**src/rtl/flush_rst_seq.sv**
```systemverilog
module flush_rst_seq #(
  parameter int DATA_W = 8,
  parameter int DEPTH  = 4,
  parameter int MARGIN = 2,
  parameter int POR_W  = 3
) (
  input  logic              clk,
  input  logic              ext_rst_req,
  input  logic [DATA_W-1:0] up_data,
  output logic [DATA_W-1:0] dp_in,
  input  logic [DATA_W-1:0] dp_out,
  output logic [DATA_W-1:0] down_data,
  output logic              flushing,
  output logic              resume_pulse
);
  localparam int FLUSH_LEN = DEPTH + MARGIN;
  localparam int CNT_W     = $clog2(FLUSH_LEN + 1);
  localparam logic [CNT_W-1:0] CNT_LOAD = CNT_W'(FLUSH_LEN - 1);

  logic [POR_W-1:0] por_cnt   = '0;
  logic [1:0]       req_sync  = '0;
  logic             active    = 1'b1;
  logic [CNT_W-1:0] cnt       = CNT_LOAD;
  logic             done_q    = 1'b0;

  wire por_busy = ~&por_cnt;
  wire start    = por_busy | req_sync[1];
  wire last     = active && !start && (cnt == '0);

  always_ff @(posedge clk) begin
    if (por_busy) por_cnt <= por_cnt + 1'b1;
  end

  always_ff @(posedge clk) req_sync <= {req_sync[0], ext_rst_req};

  always_ff @(posedge clk) begin
    if (start) begin
      active <= 1'b1;
      cnt    <= CNT_LOAD;
    end else if (active) begin
      if (cnt == '0) active <= 1'b0;
      else           cnt    <= cnt - 1'b1;
    end
  end

  always_ff @(posedge clk) done_q <= last;

  assign flushing     = active;
  assign resume_pulse = done_q;
  assign dp_in        = active ? '0 : up_data;
  assign down_data    = active ? '0 : dp_out;

  AST_POR_CLIMBS: assert property (@(posedge clk) disable iff (por_cnt == '0)
    por_busy |=> por_cnt == $past(por_cnt) + 1'b1);
  AST_POR_HOLDS: assert property (@(posedge clk) disable iff (por_cnt == '0)
    por_busy |-> flushing);
  AST_REQ_RELOADS: assert property (@(posedge clk) disable iff (por_cnt == '0)
    req_sync[1] |=> flushing && cnt == CNT_LOAD);
  AST_CNT_STEPS: assert property (@(posedge clk) disable iff (por_cnt == '0)
    (active && !start && cnt != '0) |=> active && cnt == $past(cnt) - 1'b1);
  AST_PULSE_SINGLE: assert property (@(posedge clk) disable iff (por_cnt == '0)
    resume_pulse |=> !resume_pulse);
  AST_PULSE_ON_FALL: assert property (@(posedge clk) disable iff (por_cnt == '0)
    resume_pulse |-> $fell(flushing));
  AST_MASK_OUT: assert property (@(posedge clk) disable iff (por_cnt == '0)
    $rose(flushing) |-> down_data == '0 && dp_in == '0);
endmodule

```
**config.mk**
```make
export PLATFORM = sky130hd
export DESIGN_NAME = flush_rst_seq
export DESIGN_NICKNAME = d
export VERILOG_FILES = /design/src/rtl/flush_rst_seq.sv
export SDC_FILE = /design/constraint.sdc
export NUM_CORES = 1
export LEC_CHECK = 0
export BUFFER_PORTS_ARGS = -buffer_cell sky130_fd_sc_hd__buf_4
export CORE_AREA = 2 2 39 41
export CTS_CLUSTER_DIAMETER = 60
export DETAILED_ROUTE_END_ITERATION = 8
export DIE_AREA = 0 0 41 43
export GPL_TIMING_DRIVEN = 1
export PLACE_DENSITY = 0.84
export RECOVER_POWER = 25
export SYNTH_ARGS = -nofsm -noshare
export SYNTH_HDL_FRONTEND = slang
export SYNTH_SLANG_ARGS = --single-unit
export TNS_END_PERCENT = 100
```
**constraint.sdc**
```tcl
create_clock -name clk -period 3.1 [get_ports clk]
set_clock_uncertainty 0.05 [all_clocks]
set_input_delay 0.465 -clock clk [delete_from_list [all_inputs] [get_ports clk]]
set_output_delay 0.465 -clock clk [all_outputs]
set_load 0.03 [all_outputs]
```
==> results.md <==
* Simple-gate share of the synthesized area at 32.7%
* Fin crit share at approximately three fifths
* Final Setup Violations at 0
* Core Region at 1380 um^2
* Cell accounting for the most synthesized area: dfxtp_1
* Maximum clock frequency at 529 MHz
* Post-placement cell count at 99
* Full die area at around 1800 um^2
* PwrDens at 499 nW/um^2
* Routed Antenna Nets at 0
* Synth Area in Adders at roughly 9.6%
* TritonCTS buffer count at 3
* Synth cell types at 17
* Largest family of logic cells by synthesized area: simple AND/OR/NAND/NOR gates
* Worst-skew pair later-pin latency at 0.26 ns
* Number of global-route vias before repair at between 400 and 500
* Yosys warns at 0
* Total track usage at a little over an eighth
* DR pass1 iterations at 2
* Critical-path maximum fanout at 23
* LEAKAGE at between 0.4 and 0.5 nW
* Hold WC Path Type: primary input to flop
* Final setup margin at about 1.2 ns
* Residual DRC at 0
* Ant. Diodes at 0
* Slew HR at 59.9%
* Post-Synthesis Mean Instance Area at 10.4 um^2
* Critical path type: flop to primary output
* Layout cell share with drive strength beyond 1 at around 47%
* Vias per cell at between 4 and 5
* Post-DP Area at just under 800 um^2
* Hold Buf Count CTS at 0
* Routed len/inst at 10.4 um
* Most frequent cells after synthesis: nor2b_1 (11), dfxtp_1 (7), and2b_1 (5)
* Layout area overhead at 57.2%
* Post-synthesis xor/xnor area fraction at 0%
* Post-synth ARST share at 0%
* Max Cap Viol at 0
* Pre-CTS WS at 1.46 ns
* Post-synth EDFFs at 3
* Fin nets at 110
* Most common cell in the synthesized netlist: nor2b_1
* Grt ovf at 0
* First-pass GRT wire length at 1630 um
* Via count at 463
* Critical Path Start Type: flop
* Final Hold Vio Count at 0
* IO buf count at 35
* Clock Sinks at 10
* WL final at roughly 1100 um
* Fin crit period at 1.89 ns
* Syn_nets at 72
* Routability cong. at around 0.77
* Final Instance Count excl. Fillers at 103
* Die X at 41 um
* Status: finished, final reports clean
* Complex-gate fraction of the synthesized area at 7.21%
* I/O pin count at 36
* Largest net degree at the start of global routing at 24
* Post-synthesis mux area share at 1.92%
* Post-CTS Repair Setup Buffers at 0
* Area of the mapped netlist at about 520 um^2
* CTS tree: yes
* Post-cts sizing count at 0
* Final Max Slew Viols at 0
* Max Root-Sink Buffers at 2
* Slew at the pin closest to its max-slew limit at 0.601 ns
* Unrepaired setup endpoints after global routing: no
* Seq cells post-synth at 10
* Clock-pin slew on the worst setup and hold paths at about 0.060 ns
* H-tree depth at 1
* Worst path arrival time at 1.37 ns
* CP required at 2.58 ns
* Initial antenna violation count at 0
* Core Rows at 14
* Cell area after layout at roughly 820 um^2
* 1st-iter DRT viols at 2
* Endpoint type of the worst setup path: primary output
* Final TNS setup at 0 ns
* Mapped Cells at 50
* Top FF cell, synth: dfxtp_1
* Peak supply drop at 0.000250 V
* Top cells by area, synth: dfxtp_1 (27%), edfxtp_1 (17%), nor2b_1 (13%)
* Seq/Total Area, Yosys at 44.2%
* CTS root buf: clkbuf_4
* Post-synth top area share at 26.9%
* Hold slack at 0.281 ns
* Die height at 43 um
* Starting Density at 37.6%
[final timing paths]
kind | to | from | slack, ns | depth (start not counted)
max | down_data[2] | flushing | 1.21 | 2
min | req_sync[0] | ext_rst_req | 0.28 | 1
min reg2reg | req_sync[1] | req_sync[0] | 0.29 | 0
max reg2reg | cnt[1] | flushing | 1.65 | 2
[logic make-up after synthesis]
kind of cell,Yosys count
multiplexers,1
flip-flops,10
AO/OA/AOI/OAI,3
adder cells (fa/ha/maj),4
buffers and inverters,6
AND/OR/NAND/NOR,26
[stage by stage]
stage                     utilization [%]  total power (W)
final                                59.1         0.000408
after global routing                 59.1         0.000434
after CTS                            59.4         0.000416
after detailed placement             57.5         0.000323
after global placement               57.5         0.000317
after floorplan                         -         0.000274
[per-layer routing]
metal  wire, um  share of wire, %  track usage (%)  up-vias
met3         81               7.6             1.57        4
li1           -                 -                -      236
met5          0                 0                0        -
met4         34               3.2             11.3        0
met1        395                37             15.3      207
met2        557                52             21.6       16
[cell type report]
class                   instances  area [um^2]
fillers                       123          566
flip-flops and latches         10          230
repair buffers                 35          259
clock buffers                   4         26.3
well taps                      16         20.0
inverters                       4         15.0
multi-input cells              34          268
[critical path, cell delays in order (launching register included)]
cell and delay [ns]:
dfxtp_1 0.70, and2b_1 0.26, buf_4 0.16
[flip-flops by register name (all words and copies together) (netlist names)]
register	flops
cnt	3
por_cnt	3
req_sync	2
flushing	1
resume_pulse	1
[cells in the final DEF, fill, tap and decap left out]
master / count
ha_1: 4
clkbuf_4: 4
buf_4: 33
nor2b_1: 11
nand2b_4: 1
clkbuf_1: 2
o21ai_0: 1
edfxtp_1: 3
a2111oi_4: 1
a21oi_1: 1
nand2_1: 4
and2b_1: 5
inv_1: 4
and3_2: 1
nor4b_1: 1
mux2i_1: 1
dfxtp_1: 7
and3_4: 1
nor2_1: 2
[report_power, final]
group / leakage [nW] / internal, W / switching, W
Combinational: 0.321 / 0.0000805 / 0.0000737
Clock: 0.0150 / 0.0000496 / 0.0000413
Sequential: 0.0930 / 0.000149 / 0.0000140
Total: 0.429 / 0.000279 / 0.000129
No activity file was read; power rests on OpenSTA's default activity.
